## src/rtl/pmp_cfg_pkg.sv

```systemverilog
package pmp_cfg_pkg;

  localparam int CFG_LOCK_BIT = 7;
  localparam int CFG_MODE_LO  = 3;

  localparam logic [1:0] MODE_OFF = 2'b00;
  localparam logic [1:0] MODE_TOR = 2'b01;

  localparam logic SEL_CFG  = 1'b0;
  localparam logic SEL_ADDR = 1'b1;

  // Word-level strobes from control to datapath
  typedef struct packed {
    logic cfgWr;
    logic addrWr;
  } pmpStrobe_t;

endpackage

```

## src/rtl/pmp_cfg_ctrl.sv

```systemverilog
module pmp_cfg_ctrl
  import pmp_cfg_pkg::*;
#(
  parameter int N     = 16,
  parameter int XLEN  = 32,
  parameter int IDX_W = 6
) (
  input  logic             csrWrEn,
  input  logic             csrSel,
  input  logic [IDX_W-1:0] csrIdx,
  input  logic [N*8-1:0]   cfgFlat,
  output pmpStrobe_t       strobe,
  output logic [N-1:0]     entryOpen
);

  localparam int BYTES = XLEN / 8;
  localparam int STEP  = BYTES / 4;

  logic oddDrop;
  logic [N-1:0] locked;

  generate
    if (XLEN == 64) begin : g_wide
      assign oddDrop = csrIdx[0];
    end else begin : g_narrow
      assign oddDrop = 1'b0;
    end
  endgenerate

  assign strobe.cfgWr  = csrWrEn && (csrSel == SEL_CFG) && !oddDrop;
  assign strobe.addrWr = csrWrEn && (csrSel == SEL_ADDR);

  generate
    for (genvar e = 0; e < N; e++) begin : g_entry
      localparam int CFG_IDX = (e / BYTES) * STEP;

      if (e == N - 1) begin : g_top
        assign locked[e] = cfgFlat[e*8+CFG_LOCK_BIT];
      end else begin : g_mid
        assign locked[e] = cfgFlat[e*8+CFG_LOCK_BIT] ||
                           (cfgFlat[(e+1)*8+CFG_LOCK_BIT] &&
                            (cfgFlat[(e+1)*8+CFG_MODE_LO +: 2] == MODE_TOR));
      end

      assign entryOpen[e] = !locked[e] &&
        ((csrSel == SEL_CFG) ? (csrIdx == IDX_W'(CFG_IDX))
                             : (csrIdx == IDX_W'(e)));
    end
  endgenerate

endmodule

```

## src/rtl/pmp_cfg_dp.sv

```systemverilog
module pmp_cfg_dp
  import pmp_cfg_pkg::*;
#(
  parameter int N     = 16,
  parameter int XLEN  = 32,
  parameter int IDX_W = 6,
  parameter int CNT_W = $clog2(N + 1)
) (
  input  logic              clk,
  input  logic              rstN,
  input  pmpStrobe_t        strobe,
  input  logic [N-1:0]      entryOpen,
  input  logic              csrSel,
  input  logic [IDX_W-1:0]  csrIdx,
  input  logic [XLEN-1:0]   csrWdata,
  output logic [XLEN-1:0]   csrRdata,
  output logic [N*8-1:0]    cfgQ,
  output logic [N*XLEN-1:0] addrQ,
  output logic [N-1:0]      activeVec,
  output logic [CNT_W-1:0]  activeCnt
);

  localparam int BYTES = XLEN / 8;
  localparam int BW    = IDX_W + 3;

  generate
    for (genvar e = 0; e < N; e++) begin : g_store
      localparam int LANE = e % BYTES;

      always_ff @(posedge clk or negedge rstN) begin
        if (!rstN) begin
          cfgQ[e*8 +: 8] <= '0;
        end else if (strobe.cfgWr && entryOpen[e]) begin
          cfgQ[e*8 +: 8] <= csrWdata[LANE*8 +: 8];
        end
      end

      always_ff @(posedge clk or negedge rstN) begin
        if (!rstN) begin
          addrQ[e*XLEN +: XLEN] <= '0;
        end else if (strobe.addrWr && entryOpen[e]) begin
          addrQ[e*XLEN +: XLEN] <= csrWdata;
        end
      end

      assign activeVec[e] = (cfgQ[e*8+CFG_MODE_LO +: 2] != MODE_OFF);
    end
  endgenerate

  // Count from the mode fields directly, independent of activeVec
  always_comb begin
    activeCnt = '0;
    for (int e = 0; e < N; e++) begin
      if (cfgQ[e*8+CFG_MODE_LO +: 2] != MODE_OFF) begin
        activeCnt = activeCnt + CNT_W'(1);
      end
    end
  end

  logic [BW-1:0]   laneBase;
  logic [XLEN-1:0] cfgWord;
  logic [XLEN-1:0] addrWord;

  assign laneBase = {1'b0, csrIdx, 2'b00};

  always_comb begin
    cfgWord = '0;
    for (int l = 0; l < BYTES; l++) begin
      for (int e = 0; e < N; e++) begin
        if (laneBase + BW'(l) == BW'(e)) begin
          cfgWord[l*8 +: 8] = cfgQ[e*8 +: 8];
        end
      end
    end
  end

  always_comb begin
    addrWord = '0;
    for (int e = 0; e < N; e++) begin
      if (csrIdx == IDX_W'(e)) begin
        addrWord = addrQ[e*XLEN +: XLEN];
      end
    end
  end

  assign csrRdata = (csrSel == SEL_ADDR) ? addrWord : cfgWord;

endmodule

```

## src/rtl/pmp_cfg_regfile.sv

```systemverilog
module pmp_cfg_regfile
  import pmp_cfg_pkg::*;
#(
  parameter int N     = 16,
  parameter int XLEN  = 32,
  parameter int IDX_W = 6,
  localparam int CNT_W = $clog2(N + 1)
) (
  input  logic              clk,
  input  logic              rstN,
  input  logic              csrWrEn,
  input  logic              csrSel,
  input  logic [IDX_W-1:0]  csrIdx,
  input  logic [XLEN-1:0]   csrWdata,
  output logic [XLEN-1:0]   csrRdata,
  output logic [N*8-1:0]    entryCfg,
  output logic [N*XLEN-1:0] entryAddr,
  output logic [N-1:0]      entryActive,
  output logic [CNT_W-1:0]  activeCount
);

  pmpStrobe_t   strobe;
  logic [N-1:0] entryOpen;

  pmp_cfg_ctrl #(.N(N), .XLEN(XLEN), .IDX_W(IDX_W)) u_ctrl (
    .csrWrEn   (csrWrEn),
    .csrSel    (csrSel),
    .csrIdx    (csrIdx),
    .cfgFlat   (entryCfg),
    .strobe    (strobe),
    .entryOpen (entryOpen)
  );

  pmp_cfg_dp #(.N(N), .XLEN(XLEN), .IDX_W(IDX_W), .CNT_W(CNT_W)) u_dp (
    .clk       (clk),
    .rstN      (rstN),
    .strobe    (strobe),
    .entryOpen (entryOpen),
    .csrSel    (csrSel),
    .csrIdx    (csrIdx),
    .csrWdata  (csrWdata),
    .csrRdata  (csrRdata),
    .cfgQ      (entryCfg),
    .addrQ     (entryAddr),
    .activeVec (entryActive),
    .activeCnt (activeCount)
  );

endmodule

```

## config.mk

```make
export PLATFORM = sky130hd
export DESIGN_NAME = pmp_cfg_regfile
export DESIGN_NICKNAME = d
export VERILOG_FILES = /design/src/rtl/pmp_cfg_pkg.sv /design/src/rtl/pmp_cfg_ctrl.sv /design/src/rtl/pmp_cfg_dp.sv /design/src/rtl/pmp_cfg_regfile.sv
export SDC_FILE = /design/constraint.sdc
export NUM_CORES = 1
export LEC_CHECK = 0
export BUFFER_PORTS_ARGS = -buffer_cell sky130_fd_sc_hd__buf_2
export CAP_MARGIN = 25
export CELL_PAD_IN_SITES_DETAIL_PLACEMENT = 0
export CELL_PAD_IN_SITES_GLOBAL_PLACEMENT = 2
export CORE_MARGIN = 2
export CORE_UTILIZATION = 35
export CTS_CLUSTER_DIAMETER = 30
export DETAILED_ROUTE_END_ITERATION = 8
export PLACE_DENSITY_LB_ADDON = 0.08
export SKIP_CTS_REPAIR_TIMING = 1
export SLEW_MARGIN = 20
export SYNTH_ARGS = -nofsm -noshare
export SYNTH_HDL_FRONTEND = slang
export SYNTH_SLANG_ARGS = --single-unit
```

## constraint.sdc

```tcl
create_clock -name clk -period 10.4 [get_ports clk]
set_input_delay 0.52 -clock clk [delete_from_list [all_inputs] [get_ports clk]]
set_output_delay 0.52 -clock clk [all_outputs]
set_load 0.02 [all_outputs]
```

======== Yosys cells after proc, flatten, opt, wreduce, memory -nomap -nowiden ========
Cells that the tools add are included.
word-level totals
  register bits after elaboration ......... 640
  input port bits ......................... 42
  output and inout bits ................... 693
  word-level logic and storage cells ...... 343
cells by class
  add/sub/neg operators ................... 18
  eq/ne operators ......................... 75
  multiplexer cells ....................... 100
  bitwise operators ....................... 1
  reduce and logical (&&, ||, !) cells .... 117
operators with widths
  operator                                                         count
  32-bit 2-to-1 mux                                                17
  8-bit 2-to-1 mux                                                 52
  9-bit by 4-bit == test with 1-bit output, second input constant  24
  9-bit by 3-bit == test with 1-bit output, second input constant  12
  5-bit 2-to-1 mux                                                 15
  5-bit by 1-bit adder with 5-bit output, second input constant    14
  1-bit logical AND                                                65
  9-bit by 2-bit == test with 1-bit output, second input constant  6
  6-bit by 4-bit == test with 1-bit output, second input constant  8
  9-bit logical NOT                                                4
  2-bit nonzero test                                               16
  2-bit by 1-bit == test with 1-bit output, second input constant  15
  9-bit by 1-bit == test with 1-bit output, second input constant  3
  6-bit by 3-bit == test with 1-bit output, second input constant  4
  8-bit by 2-bit adder with 9-bit output, second input constant    2
  1-bit logical NOT                                                16
  1-bit 2-to-1 mux                                                 16
  1-bit logical OR                                                 15
  6-bit by 2-bit == test with 1-bit output, second input constant  2
  8-bit by 1-bit adder with 9-bit output, second input constant    1
  6-bit by 1-bit == test with 1-bit output, second input constant  1
  6-bit logical NOT                                                1
  1-bit by 1-bit adder with 2-bit output, second input constant    1
  1-bit NOT                                                        1

======== Longest topological paths before layout ========
  depth after elaboration ................. 32
  gate-level depth with buffers ........... 45
  depth with buffers taken out ............ 45

======== Modules after synthesis ========
A second synthesis with hierarchy kept.
second synthesis, totals
  cells, all modules ...................... 2,353
  area total of the unflattened synthesis .. 31,027.3 µm²
by module, submodules not included
  module        instances  cells an instance  area an instance (µm²)  sequential area each (µm²)
  pmp_cfg_dp    1          2,264              30,483.0                16,015.4
  pmp_cfg_ctrl  1          89                 544.3                   0.0

======== Least setup slack after synthesis ========
No wires, ideal clock.
  path type ............................... register to output
  from .................................... register u_dp.cfgQ[3]
  to ...................................... output port activeCount[4]
  data arrival time ....................... 7.742 ns
  data required time ...................... 9.880 ns
  slack ................................... 2.138 ns
  stages on the path, launching flop included .. 45
  path buffers ............................ 0
  cells stage by stage .................... dfrtp_1 -> nor2_1 -> inv_1 -> ha_1 -> nor2_1 -> a31oi_1 -> ha_1 -> o21ai_0 -> xnor2_1 -> mux2i_1 -> ha_1 -> o21ai_0 -> o21ai_0 -> a31o_2 -> xnor2_1 -> nand2_1 -> nand2_1 -> ha_1 -> [... 9 more ...] -> xor2_1 -> mux2i_1 -> nand2_1 -> o21ai_1 -> inv_1 -> ha_1 -> xnor2_1 -> nor3_1 -> a21oi_1 -> o31ai_1 -> ha_1 -> nor2_1 -> a31oi_1 -> ha_1 -> nand2_1 -> o41ai_1 -> o22ai_1 -> xnor2_1
on the way
  longest elaborated chain between the ends .. 32
RTL lines
  item                                    RTL line               text
  start: declaration                      pmp_cfg_dp.sv:17       output logic [N*8-1:0] cfgQ,
  start signal: indexed assignment        pmp_cfg_dp.sv:34       cfgQ[e*8 +: 8] <= csrWdata[LANE*8 +: 8];
  2-bit nonzero test *                    --
  net entryActive[0]                      pmp_cfg_regfile.sv:18  output logic [N-1:0] entryActive,
  1-bit 2-to-1 mux *                      pmp_cfg_dp.sv:54       if (cfgQ[e*8+CFG_MODE_LO +: 2] != MODE_OFF) begin
  1-bit by 1-bit adder with 2-bit output  pmp_cfg_dp.sv:55       activeCnt = activeCnt + CNT_W'(1);
  5-bit 2-to-1 mux *                      pmp_cfg_dp.sv:54
  5-bit by 1-bit adder with 5-bit output  pmp_cfg_dp.sv:55
  5-bit 2-to-1 mux *                      pmp_cfg_dp.sv:54
  5-bit by 1-bit adder with 5-bit output  pmp_cfg_dp.sv:55
  [... 17 more ...]                       --
  5-bit by 1-bit adder with 5-bit output  pmp_cfg_dp.sv:55
  5-bit 2-to-1 mux *                      pmp_cfg_dp.sv:54
  5-bit by 1-bit adder with 5-bit output  pmp_cfg_dp.sv:55
  5-bit 2-to-1 mux *                      pmp_cfg_dp.sv:54
  5-bit by 1-bit adder with 5-bit output  pmp_cfg_dp.sv:55
  5-bit 2-to-1 mux *                      pmp_cfg_dp.sv:54
  5-bit by 1-bit adder with 5-bit output  pmp_cfg_dp.sv:55
  5-bit 2-to-1 mux *                      pmp_cfg_dp.sv:54
  end: declaration                        pmp_cfg_regfile.sv:19  output logic [CNT_W-1:0] activeCount
The timed path passes the listed nets; every way through them passes the cells marked *.

======== Worst setup path in the final report ========
  from .................................... register u_dp.cfgQ[11]
  to ...................................... output port activeCount[4]
on the way
  longest elaborated chain between the ends .. 30
RTL lines
  item                                    RTL line
  2-bit nonzero test *                    pmp_cfg_dp.sv:54
  5-bit 2-to-1 mux *                      pmp_cfg_dp.sv:54
  5-bit by 1-bit adder with 5-bit output  pmp_cfg_dp.sv:55
  5-bit 2-to-1 mux *                      pmp_cfg_dp.sv:54
  5-bit by 1-bit adder with 5-bit output  pmp_cfg_dp.sv:55
  5-bit 2-to-1 mux *                      pmp_cfg_dp.sv:54
  5-bit by 1-bit adder with 5-bit output  pmp_cfg_dp.sv:55
  5-bit 2-to-1 mux *                      pmp_cfg_dp.sv:54
  [... 14 more ...]                       --
  5-bit by 1-bit adder with 5-bit output  pmp_cfg_dp.sv:55
  5-bit 2-to-1 mux *                      pmp_cfg_dp.sv:54
  5-bit by 1-bit adder with 5-bit output  pmp_cfg_dp.sv:55
  5-bit 2-to-1 mux *                      pmp_cfg_dp.sv:54
  5-bit by 1-bit adder with 5-bit output  pmp_cfg_dp.sv:55
  5-bit 2-to-1 mux *                      pmp_cfg_dp.sv:54
  5-bit by 1-bit adder with 5-bit output  pmp_cfg_dp.sv:55
  5-bit 2-to-1 mux *                      pmp_cfg_dp.sv:54
Every way passes the cells marked *; elsewhere a longest branch is shown, timed or not.

==> flow_metrics.py <==
metrics = {
    "global_route": {
        "grt_pass1_wl_um": 208000,
        "grt_max_degree": 174,
        "antenna_found_initial": 10,
        "grt_pass1_vias": 26500,
        "grt_overflow": 0,
        "grt_usage": 0.323,
    },
    "routing": {
        "firstDrtPassIters": 5,
        "via_count": 25800,
        "wl_per_cell_um": 32.5,
        "route.detailed.drc": 0,
        "drt-total-wl_um": 149000,
        "ant_nets": 0,
        "drt_iter0_markers": 1857,
        "viasPerCell": 5.64,
    },
    "floorplanning": {
        "die_area_um2": 90300,
        "die_w_um": 301,
        "fp.dieH_um": 301,
        "core_area_um2": 87000,
        "num_io_pins": 735,
        "start_util": 0.354,
        "rows": 108,
    },
    "timing": {
        "finalMaxSlewViolations": 0,
        "max_clock_freq_mhz": 102,
        "tightest_slew_ps": 1060,
        "fin_crit_sh": 0.939,
        "slew_headroom": 0.291,
        "setup_viol": 0,
        "setup-tns-final_ps": 0,
        "min_period_ps": 9760,
        "hold_violations": 0,
        "skew_ps": 40.8,
    },
    "worst_setup_path": {
        "reg2reg_setup_slack_ps": 7630,
        "cp_common_cell": "ha_1",
        "arrival_ps": 9240,
        "cp-start-kind": "flip-flop",
        "cp_slowest_stage_delay_ps": 600,
        "critPathSlowestCell": "o21ai_0",
        "worstPathRequired_ps": 9880,
        "worst-path-max-fanout": 6,
        "end_kind": "output port",
        "path_class": "reg -> out",
    },
    "clock_tree": {
        "numCtsBuffers": 175,
        "clkSinkCount": 640,
        "htree_levels": 4,
        "clock_path_buffers": 3,
        "cts_root_buf": "clkbuf_16",
        "cts_tree": "yes",
        "clkTransAtPathRegs_ps": 40,
        "clk_latency_ps": 750,
    },
    "hold_path": {
        "hold_path_class": "in -> reg",
    },
    "run_status": {
        "outcome": "complete, no violations",
    },
    "yosys": {
        "synth_flop_cell": "dfrtp_1",
        "ys_types": 77,
        "ys_ff_latch": 640,
        "seq_area_frac_synth": 0.520,
        "synthArstFlopShare": 1.00,
        "synth_edf_count": 0,
        "avgSynthCellArea_um2": 12.3,
        "synthCells": 2499,
        "yosys_warnings": 0,
        "syn-num-nets": 2556,
        "synth_area_um2": 30800,
    },
    "power_and_ir_drop": {
        "peakVddDrop_mv": 0.225,
        "p_per_area_nw_per_um2": 257,
        "p_leak_nw": 21.5,
    },
    "job": {
        "maxCapViolations": 0,
    },
    "placed_design": {
        "dpl_cell_area_um2": 35800,
        "dp_hpwl_um": 108000,
        "numPortBuffers": 734,
        "place_congestion": 0.913,
    },
    "cells_and_area": {
        "final_cell_area_um2": 42000,
        "syn_to_final_growth_pct": 36.3,
        "drive_gt1_frac": 0.527,
        "final_nets": 3327,
    },
}
==> cell usage in the layout, fill, tap and decap left out, drive strengths merged, types with 8 or more instances in the layout <==
master	Yosys	layout
o21ai	97	97
xnor2	42	42
bufinv	0	15
dfrtp	640	640
mux2	617	617
o211ai	9	9
a22oi	26	26
nor2	96	96
a221oi	23	23
mux4	23	23
a31o	8	8
o221ai	10	10
a22o	68	68
inv	34	40
a31oi	13	13
mux2i	46	46
nand3	26	26
a211oi	20	20
o21bai	11	11
o22ai	66	66
nand2	133	133
ha	15	15
buf	19	790
xor2	10	10
o2bb2ai	8	8
nor3	40	40
a21oi	124	124
clkbuf	179	255
nor2b	14	14
clkinv	0	40
==> cells in the mapped netlist, types with 4 or more instances <==
master,instances,area share
dfrtp_1,640,0.52
mux2_2,612,0.22
clkbuf_1,179,0.022
nand2_1,133,0.016
a21oi_1,124,0.020
nor2_1,91,0.011
o21ai_0,82,0.013
a22o_1,67,0.019
o22ai_1,66,0.013
mux2i_1,46,0.015
nor3_1,40,0.0065
xnor2_1,35,0.010
inv_1,29,0.0035
a22oi_1,26,0.0063
nand3_1,26,0.0042
a221oi_1,23,0.0065
mux4_2,23,0.017
a211oi_1,20,0.0049
buf_1,16,0.0020
ha_1,15,0.0061
nor2b_1,14,0.0028
o21ai_1,14,0.0023
a31oi_1,13,0.0026
o21bai_1,11,0.0027
o221ai_1,10,0.0028
o211ai_1,9,0.0022
xor2_1,9,0.0026
a31o_2,8,0.0023
o2bb2ai_1,8,0.0023
a222oi_1,6,0.0020
or2_2,6,0.0012
a21o_1,5,0.0012
a221o_1,5,0.0016
mux2_1,5,0.0018
o31ai_1,5,0.0012
and3_1,4,0.00081
inv_2,4,0.00049
nand2b_1,4,0.00081
xnor2_4,4,0.0036
xnor3_2,4,0.0031
==> where the power goes <==
part           internal (mW)  leakage, nW  switching, mW
Combinational          0.907         9.99           1.48
Clock                   3.75         2.96           1.66
Sequential              2.75         8.54          0.241
Total                   7.41         21.5           3.38
==> final cells by class <==
cell class,count,area [um^2]
fillers,8092,45100
multi-input cells,1627,14100
repair buffers,792,4240
clock inverters,64,888
inverters,34,130
clock buffers,254,5120
well taps,1155,1450
flip-flops and latches,640,16000
diodes,6,15.0
==> registers in the layout, summed over array words and instances (netlist names) <==
| name | count |
|---|---|
| u_dp.addrQ | 512 |
| u_dp.cfgQ | 128 |
==> critical path: cells and delay by family (launching register included) <==
kind / cells / cell delay, ps
AND/OR/NAND/NOR: 7 / 760
multiplexers: 1 / 130
adder cells (fa/ha/maj): 7 / 2120
AO/OA/AOI/OAI: 18 / 3690
flip-flops: 1 / 440
buffers and inverters: 2 / 310
XOR/XNOR: 6 / 1060
==> cell families (layout without fill, tap and decap cells) <==
family	count (synthesis)	in the layout	synth area share
buffers and inverters	232	1144	0.0287
multiplexers	686	686	0.258
XOR/XNOR	58	58	0.0228
AO/OA/AOI/OAI	526	526	0.115
other	0	6	0
AND/OR/NAND/NOR	342	342	0.0498
flip-flops	640	640	0.520
adder cells (fa/ha/maj)	15	15	0.00610
==> stage by stage <==
step                      instances   util  hold WS (ps)  power (mW)  setup WS, ps
after global placement         4236  0.410           486        5.34          1140
after CTS                      4560  0.480          -180        10.8           268
final                          4572  0.482          79.4        10.8           639
after floorplan                2499      -           224        4.50          2140
after detailed placement       4242  0.411           491        5.37          1080
after global routing           4568  0.482          59.0        11.2         -2.52
==> routing by layer <==
| layer | GRT usage | wire length (um) | vias to the layer above |
|---|---|---|---|
| met4 | 0.115 | 5090 | 2 |
| met1 | 0.413 | 61400 | 13600 |
| met2 | 0.516 | 69900 | 1055 |
| li1 | - | - | 10900 |
| met5 | 0 | 20 | - |
| met3 | 0.100 | 12200 | 246 |
==> final timing paths <==
check | depth (start not counted) | endpoint | start
min | 2 | u_dp.addrQ[399] | csrWdata[15]
max in group asynchronous | 4 | u_dp.addrQ[450] | rstN
max reg2reg | 6 | u_dp.addrQ[236] | u_dp.cfgQ[71]
min in group asynchronous | 2 | u_dp.addrQ[57] | rstN
max | 41 | activeCount[4] | u_dp.cfgQ[11]
min reg2reg | 2 | u_dp.addrQ[231] | u_dp.addrQ[231]
Note: power is estimated with default switching activity, not from simulation.
